--- src/rtl/mm_scl_pkg.sv ---
package mm_scl_pkg;

   typedef enum logic [1:0] {
      PH_IDLE  = 2'd0,
      PH_LOW   = 2'd1,
      PH_HWAIT = 2'd2,
      PH_HIGH  = 2'd3
   } phase_t;

   localparam int unsigned LINE_SCL = 0;
   localparam int unsigned LINE_SDA = 1;
   localparam int unsigned N_LINES  = 2;

endpackage

--- src/rtl/mm_scl_linesync.sv ---
module mm_scl_linesync #(
   parameter int unsigned STAGES = 2,
   parameter int unsigned LINES  = 2
) (
   input  logic             clk,
   input  logic             rst_n,
   input  logic [LINES-1:0] raw,
   output logic [LINES-1:0] sync,
   output logic [LINES-1:0] fall,
   output logic [LINES-1:0] rise
);

   if (STAGES < 2) begin : g_bad_stages
      $error("mm_scl_linesync: STAGES must be at least 2");
   end
   if (LINES < 1) begin : g_bad_lines
      $error("mm_scl_linesync: LINES must be at least 1");
   end

   for (genvar ln = 0; ln < LINES; ln++) begin : g_line
      logic [STAGES-1:0] chain;
      logic              prev;

      always_ff @(posedge clk or negedge rst_n) begin
         if (!rst_n) begin
            chain <= '1;
            prev  <= 1'b1;
         end else begin
            chain <= {chain[STAGES-2:0], raw[ln]};
            prev  <= chain[STAGES-1];
         end
      end

      assign sync[ln] = chain[STAGES-1];
      assign fall[ln] = prev & ~chain[STAGES-1];
      assign rise[ln] = ~prev & chain[STAGES-1];
   end

endmodule

--- src/rtl/mm_scl_timer.sv ---
module mm_scl_timer
   import mm_scl_pkg::*;
#(
   parameter int unsigned CNT_W = 16
) (
   input  logic             clk,
   input  logic             rst_n,
   input  logic             start_ok,
   input  logic             run_req,
   input  logic             lose,
   input  logic             scl_s,
   input  logic             scl_fall,
   input  logic [CNT_W-1:0] low_cfg,
   input  logic [CNT_W-1:0] high_cfg,
   output phase_t           phase,
   output logic [CNT_W-1:0] cnt,
   output logic             scl_pull,
   output logic             strobe
);

   localparam int unsigned EXT_W = CNT_W + 1;

   logic [EXT_W-1:0] cnt_p1;
   logic             low_done;
   logic             high_done;
   logic             first_high;

   assign cnt_p1    = {1'b0, cnt} + EXT_W'(1);
   assign low_done  = cnt_p1 >= {1'b0, low_cfg};
   assign high_done = cnt_p1 >= {1'b0, high_cfg};

   always_ff @(posedge clk or negedge rst_n) begin
      if (!rst_n) begin
         phase      <= PH_IDLE;
         cnt        <= '0;
         first_high <= 1'b0;
      end else begin
         first_high <= 1'b0;
         case (phase)
            PH_IDLE: begin
               cnt <= '0;
               if (start_ok) phase <= PH_LOW;
            end
            PH_LOW: begin
               if (scl_fall) begin
                  cnt <= '0;
               end else if (low_done) begin
                  cnt   <= '0;
                  phase <= PH_HWAIT;
               end else begin
                  cnt <= cnt_p1[CNT_W-1:0];
               end
            end
            PH_HWAIT: begin
               cnt <= '0;
               if (scl_s) begin
                  phase      <= PH_HIGH;
                  first_high <= 1'b1;
               end
            end
            PH_HIGH: begin
               if (lose) begin
                  cnt   <= '0;
                  phase <= PH_IDLE;
               end else if (scl_fall) begin
                  cnt   <= '0;
                  phase <= PH_LOW;
               end else if (high_done) begin
                  cnt   <= '0;
                  phase <= run_req ? PH_LOW : PH_IDLE;
               end else begin
                  cnt <= cnt_p1[CNT_W-1:0];
               end
            end
            default: begin
               cnt   <= '0;
               phase <= PH_IDLE;
            end
         endcase
      end
   end

   assign scl_pull = (phase == PH_LOW);
   assign strobe   = (phase == PH_HIGH) && first_high;

endmodule

--- src/rtl/mm_scl_arbiter.sv ---
module mm_scl_arbiter (
   input  logic clk,
   input  logic rst_n,
   input  logic strobe,
   input  logic tx_active,
   input  logic tx_bit,
   input  logic sda_s,
   input  logic arb_clear,
   input  logic master,
   output logic lose,
   output logic lost_flag,
   output logic sda_pull
);

   assign lose     = strobe & tx_active & tx_bit & ~sda_s;
   assign sda_pull = master & tx_active & ~tx_bit;

   always_ff @(posedge clk or negedge rst_n) begin
      if (!rst_n) begin
         lost_flag <= 1'b0;
      end else if (lose) begin
         lost_flag <= 1'b1;
      end else if (arb_clear) begin
         lost_flag <= 1'b0;
      end
   end

endmodule

--- src/rtl/mm_scl_arb.sv ---
module mm_scl_arb
   import mm_scl_pkg::*;
#(
   parameter int unsigned CNT_W       = 16,
   parameter int unsigned SYNC_STAGES = 2
) (
   input  logic             clk,
   input  logic             rst_n,
   input  logic             run_req,
   input  logic             tx_bit,
   input  logic             tx_active,
   input  logic [CNT_W-1:0] low_cycles,
   input  logic [CNT_W-1:0] high_cycles,
   input  logic             arb_clear,
   input  logic             scl_in,
   input  logic             sda_in,
   output logic             scl_oe,
   output logic             sda_oe,
   output logic             bit_strobe,
   output logic             arb_lost,
   output logic             master_mode
);

   if (CNT_W < 2 || CNT_W > 32) begin : g_bad_cnt_w
      $error("mm_scl_arb: CNT_W must lie in 2..32");
   end

   logic [N_LINES-1:0] line_raw;
   logic [N_LINES-1:0] line_sync;
   logic [N_LINES-1:0] line_fall;
   logic [N_LINES-1:0] line_rise;

   logic             scl_sync;
   logic             scl_fall;
   logic             sda_sync;
   logic             lose;
   logic             start_ok;
   phase_t           phase;
   logic [CNT_W-1:0] cnt;

   assign line_raw[LINE_SCL] = scl_in;
   assign line_raw[LINE_SDA] = sda_in;

   mm_scl_linesync #(
      .STAGES (SYNC_STAGES),
      .LINES  (N_LINES)
   ) u_sync (
      .clk   (clk),
      .rst_n (rst_n),
      .raw   (line_raw),
      .sync  (line_sync),
      .fall  (line_fall),
      .rise  (line_rise)
   );

   assign scl_sync = line_sync[LINE_SCL];
   assign scl_fall = line_fall[LINE_SCL];
   assign sda_sync = line_sync[LINE_SDA];
   assign start_ok = run_req & ~arb_lost;

   mm_scl_timer #(
      .CNT_W (CNT_W)
   ) u_timer (
      .clk      (clk),
      .rst_n    (rst_n),
      .start_ok (start_ok),
      .run_req  (run_req),
      .lose     (lose),
      .scl_s    (scl_sync),
      .scl_fall (scl_fall),
      .low_cfg  (low_cycles),
      .high_cfg (high_cycles),
      .phase    (phase),
      .cnt      (cnt),
      .scl_pull (scl_oe),
      .strobe   (bit_strobe)
   );

   assign master_mode = (phase != PH_IDLE);

   mm_scl_arbiter u_arb (
      .clk       (clk),
      .rst_n     (rst_n),
      .strobe    (bit_strobe),
      .tx_active (tx_active),
      .tx_bit    (tx_bit),
      .sda_s     (sda_sync),
      .arb_clear (arb_clear),
      .master    (master_mode),
      .lose      (lose),
      .lost_flag (arb_lost),
      .sda_pull  (sda_oe)
   );

endmodule

--- config.mk ---
export PLATFORM = sky130hd
export DESIGN_NAME = mm_scl_arb
export DESIGN_NICKNAME = d
export VERILOG_FILES = /design/src/rtl/mm_scl_pkg.sv /design/src/rtl/mm_scl_linesync.sv /design/src/rtl/mm_scl_timer.sv /design/src/rtl/mm_scl_arbiter.sv /design/src/rtl/mm_scl_arb.sv
export SDC_FILE = /design/constraint.sdc
export NUM_CORES = 1
export LEC_CHECK = 0
export BUFFER_PORTS_ARGS = -buffer_cell sky130_fd_sc_hd__buf_4
export CAP_MARGIN = 20
export CORE_MARGIN = 2
export CORE_UTILIZATION = 42
export DETAILED_ROUTE_END_ITERATION = 8
export PLACE_DENSITY = 0.61
export SYNTH_ARGS = -nofsm -noshare
export SYNTH_HDL_FRONTEND = slang
export SYNTH_SLANG_ARGS = --single-unit
--- constraint.sdc ---
create_clock -name clk -period 6.7 [get_ports clk]
set_clock_uncertainty 0.15 [all_clocks]
set_input_delay 0.335 -clock clk [delete_from_list [all_inputs] [get_ports clk]]
set_output_delay 0.335 -clock clk [all_outputs]
set_load 0.03 [all_outputs]
---- Word-level counts from Yosys, hierarchy flattened ----
Index checks and enable logic that the tools add are counted.
storage, ports and cells
  word-level logic and storage cells ...... 54
  output and inout bits ................... 5
  register bits after elaboration ......... 25
  input port bits ......................... 40
operators by class
  order comparisons ....................... 2
  add/subtract/negate cells ............... 1
  reductions and logical operators ........ 6
  equality and inequality tests ........... 8
  muxes and demuxes ....................... 19
  bitwise gates (word level) .............. 11
operators with widths
  kind                     number
  $mux W16                 5
  $pmux W16 S3             1
  $ge A17 B16 Y1           2
  $add A16 B1 Y17 const B  1
  $mux W2                  7
  $pmux W2 S4              1
  $and A1 B1 Y1            7
  $ne A2 B2 Y1 const B     3
  $mux W1                  5
  $reduce_and A5 Y1        1
  $eq A2 B2 Y1 const B     2
  $ne A4 B3 Y1 const B     1
  $not A1 Y1               4
  $reduce_bool A2 Y1       2
  $eq A2 B1 Y1 const B     1
  $logic_not A2 Y1         1
  $ne A2 B1 Y1 const B     1
  $reduce_or A2 Y1         1
  $logic_and A1 B1 Y1      1

---- Longest topological paths before layout ----
  word-level depth ........................ 7
  depth in mapped cells ................... 14

---- By module ----
From an unflattened synthesis, not the netlist that was laid out.
second synthesis, totals
  cells, all modules ...................... 244
  area, all modules ....................... 2,178.3 um^2
modules (own cells, without submodules)
  module           instances  area each (um^2)  cells each
  mm_scl_timer     1          1,904.3           224
  mm_scl_linesync  1          207.7             12
  mm_scl_arbiter   1          53.8              6
  mm_scl_arb       1          12.5              2

---- Worst setup path before layout ----
No wires, ideal clock.
  kind .................................... register to register
  from .................................... reg u_timer.cnt[0]
  to ...................................... reg u_timer.phase[1]
  library setup time ...................... 125 ps
  buffers on the path ..................... 0
  data arrival time ....................... 3,101 ps
  clock period less this slack ............ 3,375 ps
  setup slack ............................. 3,325 ps
  cell stages (with the launch flop) ...... 14
  required time ........................... 6,425 ps
  cell sequence ........................... dfrtp_1 -> ha_1 -> and3_1 -> nor2b_1 -> nand3_1 -> xor2_1 -> inv_1 -> ha_1 -> a211o_1 -> o211ai_2 -> o211ai_1 -> a2111o_1 -> o211ai_1 -> mux2_2
between the ends
  cells in the longest elaborated chain, start to end .. 4
  elaborated cells between the ends (all ways) .. 6
  classes of those cells .................. 1 x add/sub; 2 x order compare; 2 x eq/ne; 1 x reduce/logical
ends and longest elaborated chain
  what                                                           line                                    source
  from (decl)                                                    mm_scl_timer.sv:16                      output logic [CNT_W-1:0] cnt,
  from (signal assigned)                                         mm_scl_timer.sv:51                      cnt <= cnt_p1[CNT_W-1:0];
  from (signal assigned)                                         mm_scl_timer.sv:72                      cnt <= cnt_p1[CNT_W-1:0];
  $add A16 B1 Y17 (*)                                            mm_scl_timer.sv:28                      assign cnt_p1 = {1'b0, cnt} + EXT_W'(1);
  $ge A17 B16 Y1 (on tied branches)                              mm_scl_timer.sv:30, mm_scl_timer.sv:29
  $ne A4 B3 Y1 (no line) / $ne A2 B1 Y1 (equally long branches)  --
  $reduce_and A5 Y1 (no line) (*)                                --
  to (signal assigned)                                           mm_scl_timer.sv:70                      phase <= run_req ? PH_LOW : PH_IDLE;
  to (decl)                                                      mm_scl_timer.sv:15                      output phase_t phase,
Every way passes the cells marked *; elsewhere a longest branch is shown, timed or not.
A chain may end at the register's enable or synchronous reset.

---- Worst setup path in the final report ----
Same ends and word-level chain as after synthesis.

==> metrics.md <==
| Metric | Value |
|---|---|
| Post-Route WL | `4215 µm` |
| Cells after synthesis | `234` |
| Mapped Nets | `between 300 and 400` |
| Post-synth EDFFs | `0` |
| Via count | `roughly 1,700` |
| Yosys reg bits | `25` |
| R2r setup slk | `3.05 ns` |
| Number of global-route vias before repair | `1,701` |
| Required time at the worst-slack endpoint | `roughly 6.7 ns` |
| Distinct cells, synth | `40` |
| Die width | `73.66 µm` |
| Crit-path max FO | `5` |
| Synth Flop Type | `dfrtp_1` |
| Post-synthesis sequential area ratio | `31.00%` |
| Reg-to-Reg End | `u_timer.phase[1]` |
| Setup crit start | `u_timer.cnt[0]` |
| Share of cells above drive strength 1 | `20.57%` |
| Number of max-cap violations | `0` |
| Global-route wire length before repair | `7272 µm` |
| Pins Over Slew Limit | `0` |
| Largest area contributor in the netlist | `dfrtp_1` |
| Ant. Diodes | `0` |
| Yosys warns | `0` |
| Multi-input gate area | `between 1000 and 1500 µm²` |
| Fmax | `0.2742 GHz` |
| HPWL after DPL | `3682 µm` |
| Core Region | `4692 µm²` |
| WL/cell | `12.54 µm` |
| Static Leak | `1.439 nW` |
| Clk buf depth | `2` |
| P&R area growth vs syn | `21.73%` |
| CTS resizes | `0` |
| Slew margin rel. | `around 73%` |
| Die area | `5426 µm²` |
| Total Power | `roughly 0.00048 W` |
| Port Buf Inserts | `44` |
| Total Nets Final | `360` |
| I/O Pins | `45` |
| Clk root buf | `clkbuf_8` |
| Status | `finished clean` |
| TritonRoute pass-1 iters | `4` |
| H-tree depth | `1` |
| Worst-margin pin slew | `0.4049 ns` |
| Post-CTS setup buffer count | `0` |
| Initial antenna violation count | `0` |
| Pwr dens | `slightly below 200 nW/µm²` |
| Mean area per synthesized cell | `8.710 µm²` |
| Worst R2R Start | `u_timer.cnt[0]` |
| FF+latch area | `631.9 µm²` |
| Final setup vio count | `0` |
| 1st-iter DRT viols | `54` |
| Die span in y | `73.66 µm` |
| Largest net degree at the start of global routing | `26` |
| Hold Path Class | `input port to flip-flop` |
| Critical path arrival | `~3.7 ns` |
| Vias per cell | `5.036` |
| Worst vdd ir | `around 0.11 mV` |
| Pre-CTS setup slack | `3.038 ns` |
| FILL cells | `462` |
| Initial cell density of the core | `43.44%` |
| Worst R2R Path Depth | `13` |
| Hold Violations, Final | `0` |
| Final worst path period share | `between 50% and 60%` |
| Largest cells by area after synthesis | `dfrtp_1 25%, ha_1 23%, inv_1 9.0%, dfstp_2 6.4%, nor2_1 4.1%` |
| ANT nets after route | `0` |
| Post-synth ARST share | `100.0%` |
| Gr usage total | `17.18%` |
| Setup crit start kind | `flip-flop` |
| Cell Area, Synth | `about 2000 µm²` |
| Row Count | `25` |
| Setup_tns | `0 ns` |
| Total grt overflow | `0` |
| Setup crit end | `u_timer.phase[1]` |
| Crit Path Category | `flip-flop to flip-flop` |
| Worst-skew pair later-pin latency | `approximately 0.27 ns` |
| DRC viols | `0` |
| Post-layout minimum cycle time | `3.647 ns` |
| CP endpoint kind | `flip-flop` |
| GPL Wtd Cong | `0.8226` |
| Post-synth top area share | `24.55%` |
| Unrepaired setup endpoints after global routing | `false` |
| TritonCTS clock tree | `yes` |
| Inserted Clock Buffers | `3` |
| Final Worst Setup Slack | `3.053 ns` |
| Worst-path clk slew | `~0.080 ns` |
| Min Hold Slack | `0.01785 ns` |
| CTS sink count | `25` |
==> per-stage QoR <==
stage | instances | instance area, µm² | util [%]
finish | 336 | 2481 | 52.88
global route | 336 | 2481 | 52.88
CTS | 336 | 2481 | 52.88
detailed placement | 331 | 2425 | 51.68
global placement | 331 | 2425 | 51.68
floorplan | 234 | 2038 | -
==> power breakdown <==
group	switching (W)	internal (W)	leakage, nW	total (W)
Clock	0.0000456	0.0000416	0.0255	0.0000872
Sequential	0.0000143	0.000168	0.326	0.000182
Combinational	0.000114	0.0000962	1.09	0.000210
Total	0.000174	0.000305	1.44	0.000479
==> critical path: stages, from the launching register on <==
cell,delay [ns]
dfrtp_1,0.41
ha_1,0.22
and3_1,0.18
nor2b_1,0.27
nand3_1,0.13
xor2_1,0.21
inv_1,0.09
ha_1,0.30
a211o_1,0.31
o211ai_2,0.08
o211ai_1,0.10
a2111o_1,0.45
o211ai_1,0.27
mux2_2,0.37
==> cells in the final DEF (no fill, tap or decap), drive strengths merged, types with 2 or more instances in the layout <==
cell type,instances
a211o,2
nor2b,2
nand2,11
dfstp,5
inv,49
o21ai,4
dfrtp,20
and2b,3
xor2,6
a211oi,2
ha,37
o211ai,3
xnor2,8
a21oi,11
nor2,22
buf,44
clkbuf,3
nand4,9
nand3,10
and2,3
and3,4
o22ai,2
nor3,4
==> layer usage <==
| layer | up-vias | wire, µm | GRT usage, % |
|---|---|---|---|
| li1 | 888 | - | - |
| met1 | 762 | 2101 | 24.25 |
| met2 | 34 | 1859 | 26.88 |
| met3 | 8 | 158 | 1.783 |
| met4 | 0 | 95 | 6.869 |
| met5 | - | 0 | 0 |
==> cells in the mapped netlist, types with 3 or more instances <==
library cell  count
nor3_1            4
nor2_1           22
and3_1            4
inv_1            49
nand3_1          10
nand4_1           9
xnor2_1           8
xor2_1            6
dfstp_2           5
a21oi_1          11
and2_1            3
ha_1             37
o21ai_0           4
nand2_1          11
dfrtp_1          20
==> logic make-up after synthesis <==
kind of cell	after synthesis	synth area share (%)
buffers and inverters	50	9.577
AND/OR/NAND/NOR	74	18.48
multiplexers	2	1.044
adder cells (fa/ha/maj)	37	22.71
XOR/XNOR	14	6.016
flip-flops	25	31.00
AO/OA/AOI/OAI	32	11.17
==> area by class of cell <==
class,instances,area share [%]
clock inverters,1,0.2017
inverters,49,7.413
repair buffers,45,13.72
well taps,54,2.723
flip-flops and latches,25,25.47
multi-input cells,159,48.81
clock buffers,3,1.664
==> flip-flops by register name, indices dropped and copies added, names as in the netlist <==
signal,cells
u_timer.cnt,16
u_sync.g_line.chain,4
u_timer.phase,2
u_arb.lost_flag,1
u_sync.g_line.prev,1
u_timer.first_high,1
==> worst min path at each step <==
stage	startpoint	end	slack (ns)	cells after the start
after floorplan	rst_n	u_arb.lost_flag	-0.11	0
after CTS	sda_in	u_sync.g_line[1].chain[0]	0.01	1
after global placement	rst_n	u_timer.cnt[3]	0.10	1
final	sda_in	u_sync.g_line[1].chain[0]	0.02	1
after detailed placement	rst_n	u_timer.cnt[3]	0.1	1
after global routing	sda_in	u_sync.g_line[1].chain[0]	0.0003	1
==> timing repair <==
| action | in CTS | in global routing |
|---|---|---|
| endpoints found under the hold margin | 20 | 0 |
| hold buffers | 1 | 0 |
| setup endpoints to repair | 0 | 0 |
Note: power is estimated with default switching activity, not from simulation.
